<file path="src/rtl/pmc_pkg.sv">
package pmc_pkg;

   localparam int HALF_W = 16;   // control bits per counter
   localparam int WORD_W = 32;
   localparam int REG_W  = 64;
   localparam int CODE_W = 6;
   localparam int SEL_W  = 9;    // live bits per half: code, two ring enables, method

   localparam logic [CODE_W-1:0] HOLE_LO = 6'h20;
   localparam logic [CODE_W-1:0] HOLE_HI = 6'h21;

   // Packed so that bit positions equal the control layout of one half.
   typedef struct packed {
      logic              cycle_mode;   // bit 8
      logic              ring3_en;     // bit 7
      logic              ring012_en;   // bit 6
      logic [CODE_W-1:0] code;         // bits 5:0
   } sel_t;

   function automatic logic code_live(input logic [CODE_W-1:0] c, input int n_ev);
      return (int'(c) < n_ev) && (c != HOLE_LO) && (c != HOLE_HI);
   endfunction

   function automatic logic [REG_W-1:0] sel_mask(input int n_cnt);
      logic [REG_W-1:0] m;
      m = '0;
      for (int i = 0; i < n_cnt; i++) m[i*HALF_W +: SEL_W] = '1;
      return m;
   endfunction

endpackage

</file>
<file path="src/rtl/pmc_sel_reg.sv">
module pmc_sel_reg
   import pmc_pkg::*;
#(
   parameter int NUM_CNT = 2
) (
   input  logic                   clk,
   input  logic                   rst,
   input  logic                   wr,
   input  logic [REG_W-1:0]       wr_data,
   output sel_t [NUM_CNT-1:0]     sel,
   output logic [REG_W-1:0]       rb
);

   localparam logic [REG_W-1:0] LIVE_MASK = sel_mask(NUM_CNT);

   sel_t sel_q [NUM_CNT];
   logic unused_wr_bits;

   assign unused_wr_bits = ^wr_data;

   always_ff @(posedge clk) begin
      if (rst) begin
         for (int i = 0; i < NUM_CNT; i++) sel_q[i] <= '0;
      end else if (wr) begin
         for (int i = 0; i < NUM_CNT; i++) sel_q[i] <= sel_t'(wr_data[i*HALF_W +: SEL_W]);
      end
   end

   always_comb begin
      rb = '0;
      for (int i = 0; i < NUM_CNT; i++) begin
         rb[i*HALF_W +: SEL_W] = sel_q[i];
         sel[i]                = sel_q[i];
      end
   end

   // a control write reads back as the written live bits only
   a_r3_ctrl_readback: assert property (@(posedge clk) disable iff (rst)
      wr |=> rb == ($past(wr_data) & LIVE_MASK));

   // reset empties the control register
   a_r11_ctrl_reset: assert property (@(posedge clk)
      rst |=> rb == '0);

endmodule

</file>
<file path="src/rtl/pmc_gate.sv">
module pmc_gate
   import pmc_pkg::*;
#(
   parameter int NUM_EVENTS = 42
) (
   input  logic                   clk,
   input  logic                   rst,
   input  sel_t                   sel,
   input  logic [NUM_EVENTS-1:0]  ev,
   input  logic [1:0]             priv,
   input  logic                   tick,
   output logic                   inc
);

   logic [63:0] ev_pad;
   logic        ring_ok;
   logic        evt_hit;

   assign ev_pad  = 64'(ev);
   assign ring_ok = (priv == 2'd3) ? sel.ring3_en : sel.ring012_en;
   assign evt_hit = code_live(sel.code, NUM_EVENTS) && ev_pad[sel.code];
   assign inc     = ring_ok && (sel.cycle_mode ? tick : evt_hit);

   // holes and codes beyond the strobe vector never count as events
   a_r7_dead_code_silent: assert property (@(posedge clk) disable iff (rst)
      (!sel.cycle_mode && (sel.code == HOLE_LO || sel.code == HOLE_HI ||
                           int'(sel.code) >= NUM_EVENTS)) |-> !inc);

   // the enable for the current ring gates every increment
   a_r6_ring_blocks: assert property (@(posedge clk) disable iff (rst)
      ((priv == 2'd3 && !sel.ring3_en) || (priv != 2'd3 && !sel.ring012_en)) |-> !inc);

   // in cycle mode without a tick nothing counts
   a_r5_cycle_needs_tick: assert property (@(posedge clk) disable iff (rst)
      (sel.cycle_mode && !tick) |-> !inc);

endmodule

</file>
<file path="src/rtl/pmc_counter.sv">
module pmc_counter #(
   parameter int CNT_W = 40,
   parameter int LO_W  = 20    // 0 or >= CNT_W selects a single flat adder
) (
   input  logic             clk,
   input  logic             rst,
   input  logic             load,
   input  logic [CNT_W-1:0] load_val,
   input  logic             inc,
   output logic [CNT_W-1:0] q
);

   logic [CNT_W-1:0] q_plus;

   generate
      if (LO_W > 0 && LO_W < CNT_W) begin : g_split
         localparam int HI_W = CNT_W - LO_W;
         logic lo_full;
         assign lo_full = &q[LO_W-1:0];
         assign q_plus  = {q[CNT_W-1:LO_W] + HI_W'(lo_full), q[LO_W-1:0] + LO_W'(1)};
      end else begin : g_flat
         assign q_plus = q + CNT_W'(1);
      end
   endgenerate

   always_ff @(posedge clk) begin
      if (rst)       q <= '0;
      else if (load) q <= load_val;
      else if (inc)  q <= q_plus;
   end

   // a load beats a same-cycle increment
   a_r10_load_wins: assert property (@(posedge clk) disable iff (rst)
      load |=> q == $past(load_val));

   // an increment adds exactly one, modulo the width
   a_r8_step_wraps: assert property (@(posedge clk) disable iff (rst)
      (!load && inc) |=> q == $past(q) + CNT_W'(1));

   // no load and no increment means the value holds
   a_r6_hold: assert property (@(posedge clk) disable iff (rst)
      (!load && !inc) |=> $stable(q));

   // reset clears the count
   a_r11_cnt_reset: assert property (@(posedge clk)
      rst |=> q == '0);

endmodule

</file>
<file path="src/rtl/perf_counter_unit.sv">
module perf_counter_unit
   import pmc_pkg::*;
#(
   parameter int ADDR_W     = 32,
   parameter int CNT_W      = 40,
   parameter int NUM_EVENTS = 42,
   parameter int NUM_CNT    = 2,
   parameter int SEL_NUM    = 'h11,
   parameter int ADDER_LO_W = 20
) (
   input  logic                  clk,
   input  logic                  rst,
   input  logic [ADDR_W-1:0]     reg_num,
   input  logic                  wr_en,
   input  logic [WORD_W-1:0]     wr_hi,
   input  logic [WORD_W-1:0]     wr_lo,
   output logic [WORD_W-1:0]     rd_hi,
   output logic [WORD_W-1:0]     rd_lo,
   input  logic [NUM_EVENTS-1:0] event_vec,
   input  logic [1:0]            priv_level,
   input  logic                  cycle_tick
);

   localparam logic [ADDR_W-1:0] SEL_ADDR  = ADDR_W'(SEL_NUM);
   localparam logic [ADDR_W-1:0] LAST_ADDR = ADDR_W'(SEL_NUM + NUM_CNT);

   // elaboration-time parameter checks
   generate
      if (CNT_W < 2 || CNT_W > REG_W) begin : g_bad_cnt_w
         $error("CNT_W must lie in 2..64");
      end
      if (NUM_EVENTS < 1 || NUM_EVENTS > (1 << CODE_W)) begin : g_bad_events
         $error("NUM_EVENTS must lie in 1..64");
      end
      if (NUM_CNT < 1 || NUM_CNT * HALF_W > WORD_W) begin : g_bad_num_cnt
         $error("NUM_CNT halves must fit in the low control word");
      end
   endgenerate

   logic [REG_W-1:0]   wr_data;
   logic [REG_W-1:0]   rd_data;
   logic [REG_W-1:0]   sel_rb;
   sel_t [NUM_CNT-1:0] sel;
   logic [CNT_W-1:0]   cnt_q [NUM_CNT];
   logic               addr_hit;
   logic               cnt_hit;

   assign wr_data  = {wr_hi, wr_lo};
   assign addr_hit = (reg_num >= SEL_ADDR) && (reg_num <= LAST_ADDR);
   assign cnt_hit  = (reg_num > SEL_ADDR) && (reg_num <= LAST_ADDR);

   pmc_sel_reg #(.NUM_CNT(NUM_CNT)) u_sel (
      .clk     (clk),
      .rst     (rst),
      .wr      (wr_en && reg_num == SEL_ADDR),
      .wr_data (wr_data),
      .sel     (sel),
      .rb      (sel_rb)
   );

   generate
      for (genvar i = 0; i < NUM_CNT; i++) begin : g_cnt
         logic inc;
         logic load;

         assign load = wr_en && (reg_num == ADDR_W'(SEL_NUM + 1 + i));

         pmc_gate #(.NUM_EVENTS(NUM_EVENTS)) u_gate (
            .clk  (clk),
            .rst  (rst),
            .sel  (sel[i]),
            .ev   (event_vec),
            .priv (priv_level),
            .tick (cycle_tick),
            .inc  (inc)
         );

         pmc_counter #(.CNT_W(CNT_W), .LO_W(ADDER_LO_W)) u_cnt (
            .clk      (clk),
            .rst      (rst),
            .load     (load),
            .load_val (wr_data[CNT_W-1:0]),
            .inc      (inc),
            .q        (cnt_q[i])
         );
      end
   endgenerate

   always_comb begin
      rd_data = '0;
      if (reg_num == SEL_ADDR) rd_data = sel_rb;
      for (int i = 0; i < NUM_CNT; i++) begin
         if (reg_num == ADDR_W'(SEL_NUM + 1 + i)) rd_data = REG_W'(cnt_q[i]);
      end
   end

   assign rd_hi = rd_data[REG_W-1:WORD_W];
   assign rd_lo = rd_data[WORD_W-1:0];

   // numbers outside the map read as zero
   a_r1_unmapped_reads_zero: assert property (@(posedge clk) disable iff (rst)
      !addr_hit |-> {rd_hi, rd_lo} == '0);

   // a stray write leaves the control register untouched
   a_r1_stray_write_keeps_sel: assert property (@(posedge clk) disable iff (rst)
      (wr_en && !addr_hit) |=> $stable(sel_rb));

   // counter reads carry zeros above the counter width
   a_r9_counter_top_zero: assert property (@(posedge clk) disable iff (rst)
      cnt_hit |-> ({rd_hi, rd_lo} >> CNT_W) == '0);

endmodule

</file>
<file path="config.mk">
export PLATFORM = sky130hd
export DESIGN_NAME = perf_counter_unit
export DESIGN_NICKNAME = d
export VERILOG_FILES = /design/src/rtl/pmc_pkg.sv /design/src/rtl/pmc_sel_reg.sv /design/src/rtl/pmc_gate.sv /design/src/rtl/pmc_counter.sv /design/src/rtl/perf_counter_unit.sv
export SDC_FILE = /design/constraint.sdc
export NUM_CORES = 1
export LEC_CHECK = 0
export CAP_MARGIN = 25
export CORE_ASPECT_RATIO = 1.4
export CORE_MARGIN = 8
export CORE_UTILIZATION = 45
export CTS_CLUSTER_SIZE = 16
export DETAILED_ROUTE_END_ITERATION = 6
export MAX_ROUTING_LAYER = met4
export PLACE_DENSITY = 0.82
export SYNTH_ARGS = -nofsm -noshare
export SYNTH_HDL_FRONTEND = slang
export SYNTH_HIERARCHICAL = 1
export SYNTH_SLANG_ARGS = --single-unit
</file>
<file path="constraint.sdc">
create_clock -name clk -period 4 [get_ports clk]
set_input_delay 0.4 -clock clk [delete_from_list [all_inputs] [get_ports clk]]
set_output_delay 0.4 -clock clk [all_outputs]
set_load 0.1 [all_outputs]
</file>
# [Word level (Yosys, flattened, before mapping)]
# Memory sizes are Yosys's and may differ from the RTL's.
# Cells that the tools add are included.
[word_totals] word_cells=58 ramBits=18 in_bits=144 regBits=80 output_inout_bits=64 n_memories=1
[op_classes] eq_ne=8 n_addsub=4 order_cmp=4 bitwise=2 n_reduce_logical=15 mux=22
[mem_list] memory="u_sel.sel_q" depth=2 width=9 rd=2 rd_ports_with_merged_regs=0 wr=2 line="pmc_sel_reg.sv:16" source="sel_t sel_q [NUM_CNT];"
[ops] operator="$mux 40" count=4
[ops] operator="$mux 64" count=2
[ops] operator="$eq 32x5->1 const B" count=3
[ops] operator="$add 20x1->20" count=2
[ops] operator="$add 20x1->20 const B" count=2
[ops] operator="$reduce_and 20->1" count=2
[ops] operator="$mux 25" count=1
[ops] operator="$ne 6x6->1 const B" count=4
[ops] operator="$mux 9" count=2
[ops] operator="$lt 6x7->1 const B" count=2
[ops] operator="$bmux 1 s6" count=2
[ops] operator="$lt 6x6->1 const B" count=2
[ops] operator="$logic_and 1x1->1" count=11
[ops] operator="$mux 1" count=11
[ops] operator="$reduce_bool 2->1" count=2
[ops] operator="$eq 2x2->1 const B" count=1
[ops] operator="$or 1x1->1" count=2

# [Logic depth before layout (Yosys ltp)]
# Gate-level depths: netlist of run 1.
# An unclocked memory read counts as a cell.
[depth] word_depth=9 ltp_mapped=14 depth_no_buf=10

# [By module]
# Netlist of run 1, hierarchy kept.
[modules_own_cells] module="pmc_counter" seq_area_each_um2=800.8 area_per_inst_um2=2304.7 instances=2 cells_per_inst=296
[modules_own_cells] module="perf_counter_unit" seq_area_each_um2=0.0 area_per_inst_um2=1858.0 instances=1 cells_per_inst=214
[modules_own_cells] module="pmc_sel_reg" seq_area_each_um2=540.5 area_per_inst_um2=1221.2 instances=1 cells_per_inst=104
[modules_own_cells] module="pmc_gate" seq_area_each_um2=0.0 area_per_inst_um2=491.7 instances=2 cells_per_inst=47

# [Least setup slack after synthesis of run 1]
# Ideal clock, no wire load.
[synth_timing] path_type="register to register" start="mem u_sel/sel_q[0][0] in the netlist's numbering" end="reg g_cnt[0].u_cnt.q[39]" path_stages_with_launch=14 required_ns=3.884 synth_period_minus_slack_ns=2.947 arrival_ns=2.831 setup_time_ns=0.116 path_buffers=4 path_slack_ns=1.053 cell_sequence="edfxtp_1 > buf_4 > buf_6 > buf_12 > mux4_1 > mux2i_1 > nand2_1 > a21oi_1 > o32ai_1 > clkbuf_1 > nand4_1 > or4_2 > mux2i_1 > and3_1"
[synth_lines] element="start: declaration" line="pmc_sel_reg.sv:16"
[synth_lines] element="end signal: assignment" line="pmc_counter.sv:28" source="else if (load) q <= load_val;"
[synth_lines] element="end signal: assignment" line="pmc_counter.sv:29" source="else if (inc) q <= q_plus;"
[synth_lines] element="end: declaration" line="pmc_counter.sv:10" source="output logic [CNT_W-1:0] q"

# [Worst setup path in the final report of run 1]
[layout_timing] start="reg g_cnt[0].u_cnt.q[11]" end="reg g_cnt[0].u_cnt.q[34]"
[layout_between] elab_chain_len=4
[layout_rtl] element="$reduce_and 20->1" line="pmc_counter.sv:19" source="assign lo_full = &q[LO_W-1:0];"
[layout_rtl] element="$add 20x1->20" line="pmc_counter.sv:20" source="assign q_plus = {q[CNT_W-1:LO_W] + HI_W'(lo_full), q[LO_W-1:0] + LO_W'(1)};"
[layout_rtl] element="$mux 40" line="pmc_counter.sv:29"
[layout_rtl] element="$mux 40" line="pmc_counter.sv:28"
# No other way between the ends. The select of a mux whose other input is x is not followed.
# A chain may end at the register's enable or synchronous reset.

==> results of run 1 <==
-- logic make-up after synthesis --
kind of cell,Yosys count,synth area share
buffers and inverters,188,0.1275
adder cells (fa/ha/maj),6,0.008657
multiplexers,84,0.1273
AO/OA/AOI/OAI,176,0.1437
other,1,0.0004324
XOR/XNOR,40,0.04040
flip-flops,98,0.2470
AND/OR/NAND/NOR,411,0.3050
-- stage by stage --
stage	setup slack, ps	cell area, µm²	power [µW]	hold WS (ps)
2_1_floorplan	1053	8841	1296	489.3
3_3_place_gp	470.7	10460	1435	505.6
3_5_place_dp	405.2	10470	1445	527.3
4_1_cts	543.1	10750	2265	538.4
5_1_grt	262.9	10760	2337	577.3
6_report	434.3	10760	2259	534.8
-- cells in the final DEF (no fill, tap or decap), drive strengths merged, types with 7 or more instances in the layout --
cell type	count
clkdlybuf4s50	116
nor3	93
dfxtp	80
buf	71
nor2	70
nand2	64
inv	49
conb	46
mux2	46
a22oi	42
a21oi	34
nand3	31
xnor2	30
nand4	29
nor4	27
a211oi	24
mux2i	24
or3	22
o21ai	20
a311oi	18
edfxtp	18
and3b	18
and3	14
mux4	14
xor2	10
nor2b	10
clkbuf	10
nand3b	7
-- final cells by class --
class,count,area (µm²)
flip-flops and latches,98,2142
clock buffers,10,229.0
inverters,49,183.9
multi-input cells,763,5620
clock inverters,6,51.30
diodes,1,2.502
fillers,1675,8313
repair buffers,187,2216
well taps,248,310.3
-- worst register-to-register path, delay by kind of cell (launching register included) --
kind	cells	cell delay (ps)
and+or+nand+nor	6	2200
adders and majority gates	2	560
DFF	1	460
AOI/OAI and AO/OA	1	260
-- worst paths after layout --
| check | slack [ps] | to | cells past startpoint | start |
|---|---|---|---|---|
| worst max-delay path | 430 | g_cnt[0].u_cnt/q[34]$_SDFFE_PP0P_ | 9 | g_cnt[0].u_cnt/q[11]$_SDFFE_PP0P_ |
| worst min-delay path | 530 | g_cnt[0].u_cnt/q[6]$_SDFFE_PP0P_ | 2 | g_cnt[0].u_cnt/q[6]$_SDFFE_PP0P_ |
| worst max register to register | 430 | g_cnt[0].u_cnt/q[34]$_SDFFE_PP0P_ | 9 | g_cnt[0].u_cnt/q[11]$_SDFFE_PP0P_ |
| worst min register to register | 530 | g_cnt[0].u_cnt/q[6]$_SDFFE_PP0P_ | 2 | g_cnt[0].u_cnt/q[6]$_SDFFE_PP0P_ |
-- routing by layer --
| metal | track usage | routed length [µm] | vias to the layer above |
|---|---|---|---|
| li1 | - | - | 3841 |
| met1 | 0.2465 | 10500 | 3869 |
| met2 | 0.3718 | 13030 | 332 |
| met3 | 0.03571 | 1713 | 68 |
| met4 | 0.09824 | 1022 | 0 |
| met5 | - | 0 | - |
-- power by group --
| group | switching [µW] | internal (µW) |
|---|---|---|
| Combinational | 185 | 205 |
| Sequential | 22.4 | 1020 |
| Clock | 399 | 430 |
-- registers in the layout, summed over array words and instances (netlist names) --
register       count
g_cnt.u_cnt/q     80
u_sel/sel_q       18
==> results.yml, run 1 <==
status:
  status: "finished with violations"
  violations: "slew limit"
finish:
  post_layout_nonfiller_instances: 1362
  area_delta_synth_final_pct: 24.02
  utilization: 0.5640
  drive_gt1_frac: 0.1797
  fin_nets: 1258
floorplanning:
  die-area_mm2: 0.02403
  die_x_um: 133.3
  placementRows: 60
  fp.dieH_um: 180.3
  start_util: 0.4548
  core_region_area_mm2: 0.01907
  io_pins: 208
timing:
  fin_crit_sh: 0.8914
  fin_setup_tns_ps: 0
  slew_headroom: -0.09018
  worst_pin_slew_ps: 1626
  fmax_mhz: 280.5
  finalSetupViolCount: 0
  hold_viol: 0
  finClkSkew_ps: 12.70
  drv_slew: 24
  rsz0062_at_grt: "false"
  min_period_ps: 3566
synth:
  synth_top_cells_by_count: "dfxtp_1, nor2_1, buf_4, nor3_2, nand2_1"
  synth_warnings: 6
  synth_top_area_cell: "dfxtp_1"
  synth_area_mm2: 0.008672
  yosysSeqAreaShare: 0.2470
  synth-seq-cells: 98
  synth.distinct_cells: 66
  synth-main-ff-cell: "dfxtp_1"
  synth_edf_count: 18
  syn_area_per_cell_um2: 8.638
  synthTopCellsByArea: "dfxtp_1, nor3_2, edfxtp_1, buf_4, mux2_1"
  synth.top_cell.area_share: 0.1847
  synth.most_common_cell: "dfxtp_1"
  ys_async_sr_fraction: 0
  synthCells: 1004
setup_path:
  crit_slowest_cell: "or4_1"
  crit_chain: "nand4_1 > nor3_1 > and3_1 > ha_1 > ha_1 > nand3_1 > or4_1 > or3_1 > a311oi_1"
  critPathMostFrequentCell: "ha_1"
  crit_type: "flip-flop to flip-flop"
  cp.required_ps: 4240
  slowest_delay_ps: 630
  worstSetupEndpointType: "flip-flop"
  crit_fanout: 7
  start_kind: "flip-flop"
  path_delay_family: "simple AND/OR/NAND/NOR gates"
  worstPathArrival_ps: 3810
  cp_num_buf_inv: 0
clock_tree:
  cts_resized: 0
  cts_setup_buffers: 0
  clock_latency_ps: 350
  cts_buffers: 9
  clk_path_buf_depth: 2
  cts_root_buffer: "clkbuf_16"
  cts_max_level: 3
  cts_sinks: 98
  cts_hold_buf: 0
  clk_pin_slew_worst_paths_ps: 70
  cts_tree: "done"
routing:
  ant_nets: 0
  route.detailed.drc: 0
  drt-vias-per-instance: 5.954
  drt_pass1_iterations: 5
  drt_iter0_drc: 535
  avgRoutedWirePerCell_um: 19.28
  via_count: 8110
  routed_wl_um: 26270
min_path:
  hp-class: "flip-flop to flip-flop"
placement:
  place_congestion: 0.8775
  portBuffers: 159
  dp_cells: 1345
  dp_hpwl_um: 20200
grt:
  grt_usage: 0.2188
  grt_pass1_wl_um: 42460
  grt_max_degree: 68
  antenna_found_initial: 1
  overflow: 0
  grt_pass1_vias: 8167
job:
  maxCapViolCount: 0
power_and_ir_drop:
  leakagePower_uw: 0.003586
  power.density_mw_per_mm2: 210.0
  ir_worst_vdd_mv: 0.1644
Power figures use the tool's default switching activity.
==> run 2: changes to the inputs <==
--- a/config.mk
+++ b/config.mk
@@ -11,6 +11,7 @@
 export CORE_UTILIZATION = 45
 export CTS_CLUSTER_SIZE = 16
 export DETAILED_ROUTE_END_ITERATION = 6
+export GPL_TIMING_DRIVEN = 0
 export MAX_ROUTING_LAYER = met4
 export PLACE_DENSITY = 0.82
 export SYNTH_ARGS = -nofsm -noshare
==> results.yml, run 2 (synthesis gave the netlist of run 1 again) <==
status:
  status: "finished with violations"
  violations: "slew limit"
finish:
  final_cell_mix: "clkdlybuf4s50_1, dfxtp_1, nor2_1"
  largest-register: "g_cnt.u_cnt/q"
  layout_commonest_cell: "clkdlybuf4s50_1"
  area_delta_synth_final_pct: 27.31
  largest_register_ffs: 80
  utilization: 0.5790
  fillCellCount: 1745
  fin_nets: 1367
  final_area_mm2: 0.01104
  diodes: 0
  drive_gt1_frac: 0.1849
  largest_registers: "g_cnt.u_cnt/q x80, u_sel/sel_q x18"
floorplanning:
  die_x_um: 133.3
  die-area_mm2: 0.02403
  placementRows: 60
  io_pins: 208
  core_region_area_mm2: 0.01907
  start_util: 0.4548
  fp.dieH_um: 180.3
routing:
  drt_iter0_drc: 723
  avgRoutedWirePerCell_um: 21.15
  ant_nets: 0
  via_count: 8708
  routed_wl_um: 31100
  drt_pass1_iterations: 6
  drt-vias-per-instance: 5.924
  route.detailed.drc: 0
timing:
  whs_ps: 535.1
  worst_pin_slew_ps: 1630
  finClkSkew_ps: 13.18
  drv_slew: 24
  min_period_ps: 3759
  slew_headroom: -0.09227
  hold_viol: 0
  fmax_mhz: 266.0
  rsz0062_at_grt: "false"
  fin_crit_sh: 0.9398
  finalSetupViolCount: 0
power_and_ir_drop:
  switching_power_uw: 659.2
  p_clk_frac: 0.374
  leakagePower_uw: 0.003818
  swShare: 0.2753
  ir_worst_vdd_mv: 0.1971
  power.density_mw_per_mm2: 216.9
  p_seq_frac: 0.430
  p_int_uw: 1735
  comb_power_share: 0.196
setup_path:
  cp.required_ps: 4250
  r2r_cells: 11
  crit_path_end: "g_cnt[0].u_cnt/q[36]$_SDFFE_PP0P_"
  reg2reg_from: "g_cnt[0].u_cnt/q[3]$_SDFFE_PP0P_"
  crit_type: "flip-flop to flip-flop"
  worstSetupEndpointType: "flip-flop"
  r2r-end: "g_cnt[0].u_cnt/q[36]$_SDFFE_PP0P_"
  crit_fanout: 10
  worstPathArrival_ps: 4010
  r2r_slack_ps: 240
  start_kind: "flip-flop"
  cp-startpoint: "g_cnt[0].u_cnt/q[3]$_SDFFE_PP0P_"
grt:
  grt-busiest-layer: "met2"
  antenna_found_initial: 0
  grtUsageMet3: 0.04157
  grt_usage: 0.2564
  use_met2: 0.4385
  grt_pass1_wl_um: 47530
  grt_use_met1: 0.2775
  overflow: 0
  grt_max_degree: 19
  grt_pass1_vias: 8695
min_path:
  whs_path_depth: 2
  hp-class: "flip-flop to flip-flop"
clock_tree:
  clk_pin_slew_worst_paths_ps: 80
  cts_hold_buf: 0
  clock_latency_ps: 350
  cts_sinks: 98
  cts_tree: "done"
  cts_buffers: 9
  cts_max_level: 3
  cts_root_buffer: "clkbuf_16"
  clk_path_buf_depth: 2
placement:
  place_congestion: 0.9769
  portBuffers: 157
  dp_hpwl_um: 24560
  place_area_mm2: 0.01072
job:
  maxCapViolCount: 0
-- run 2: cell count changes in the layout (fill, tap and decap cells not counted), moves of 9 or more --
cell / change
buf_12: -40
buf_2: +11
buf_4: +41
buf_6: +9
clkbuf_1: +30
clkdlybuf4s50_1: +41
-- run 2: through the flow --
step	setup WS [ps]	TNS, ps	std cells	power [µW]
after floorplan	1053	0	1049	1296
after global placement	-157.0	-2832	1454	1503
after detailed placement	-137.0	-2172	1454	1511
after CTS	139.9	0	1470	2389
after global routing	48.17	0	1470	2468
final	240.9	0	1470	2395
-- run 2: final cells by class --
cell class                 instances  area, µm²  area share
inverter                          49      183.9     0.01666
clock inverter                     6      57.56    0.005213
clock buffer                      10      250.2     0.02267
multi-input combinational        763       5598      0.5070
buffer                           139      927.1     0.08398
tap                              248      310.3     0.02811
sequential                        98       2142      0.1940
timing repair buffer             157       1572      0.1423
-- run 2: worst max-delay path, stage by stage, from the launching register on --
cell and delay (ps):
dfxtp_1 440, nand4_1 280, clkbuf_2 290, nor3_2 320
and3_1 310, ha_1 290, ha_1 250, nand3_1 170
or4_1 520, buf_2 180, or3_1 340, a311oi_1 270
-- run 2: how the worst min path moves through the flow --
stage	to	slack, ps	start
finish	g_cnt[0].u_cnt/q[6]$_SDFFE_PP0P_	540	g_cnt[0].u_cnt/q[6]$_SDFFE_PP0P_
global placement	g_cnt[0].u_cnt/q[6]$_SDFFE_PP0P_	510	g_cnt[0].u_cnt/q[6]$_SDFFE_PP0P_
CTS	g_cnt[0].u_cnt/q[6]$_SDFFE_PP0P_	540	g_cnt[0].u_cnt/q[6]$_SDFFE_PP0P_
floorplan	g_cnt[0].u_cnt/q[6]$_SDFFE_PP0P_	490	g_cnt[0].u_cnt/q[6]$_SDFFE_PP0P_
global route	g_cnt[0].u_cnt/q[7]$_SDFFE_PP0P_	590	g_cnt[0].u_cnt/q[7]$_SDFFE_PP0P_
detailed placement	g_cnt[0].u_cnt/q[6]$_SDFFE_PP0P_	520	g_cnt[0].u_cnt/q[6]$_SDFFE_PP0P_
-- run 2: power groups by stage --
| stage | Clock, µW | Combinational (µW) | Sequential [µW] |
|---|---|---|---|
| final | 896 | 470 | 1030 |
| after global routing | 942 | 495 | 1030 |
| after CTS | 899 | 461 | 1030 |
| after detailed placement | 0 | 459 | 1050 |
| after global placement | 0 | 451 | 1050 |
| after floorplan | 0 | 247 | 1050 |
-- run 2: what timing repair did --
| item | in CTS | in global routing |
|---|---|---|
| gates resized for setup | 0 | 9 |
| endpoints found under the setup margin | 0 | 16 |
| buffers inserted | 0 | 0 |
-- run 2: metal layers --
layer,part of all wire,vias up
li1,-,4069
met1,0.37,4056
met2,0.49,476
met3,0.079,107
met4,0.055,0
met5,0,-
==> run 3: changes to the inputs <==
--- a/config.mk
+++ b/config.mk
@@ -9,6 +9,7 @@
 export CORE_ASPECT_RATIO = 1.4
 export CORE_MARGIN = 8
 export CORE_UTILIZATION = 45
+export CTS_CLUSTER_DIAMETER = 100
 export CTS_CLUSTER_SIZE = 16
 export DETAILED_ROUTE_END_ITERATION = 6
 export GPL_TIMING_DRIVEN = 0
==> results of run 3 <==
The final DEF is identical to that of run 2; final timing and power are the same.
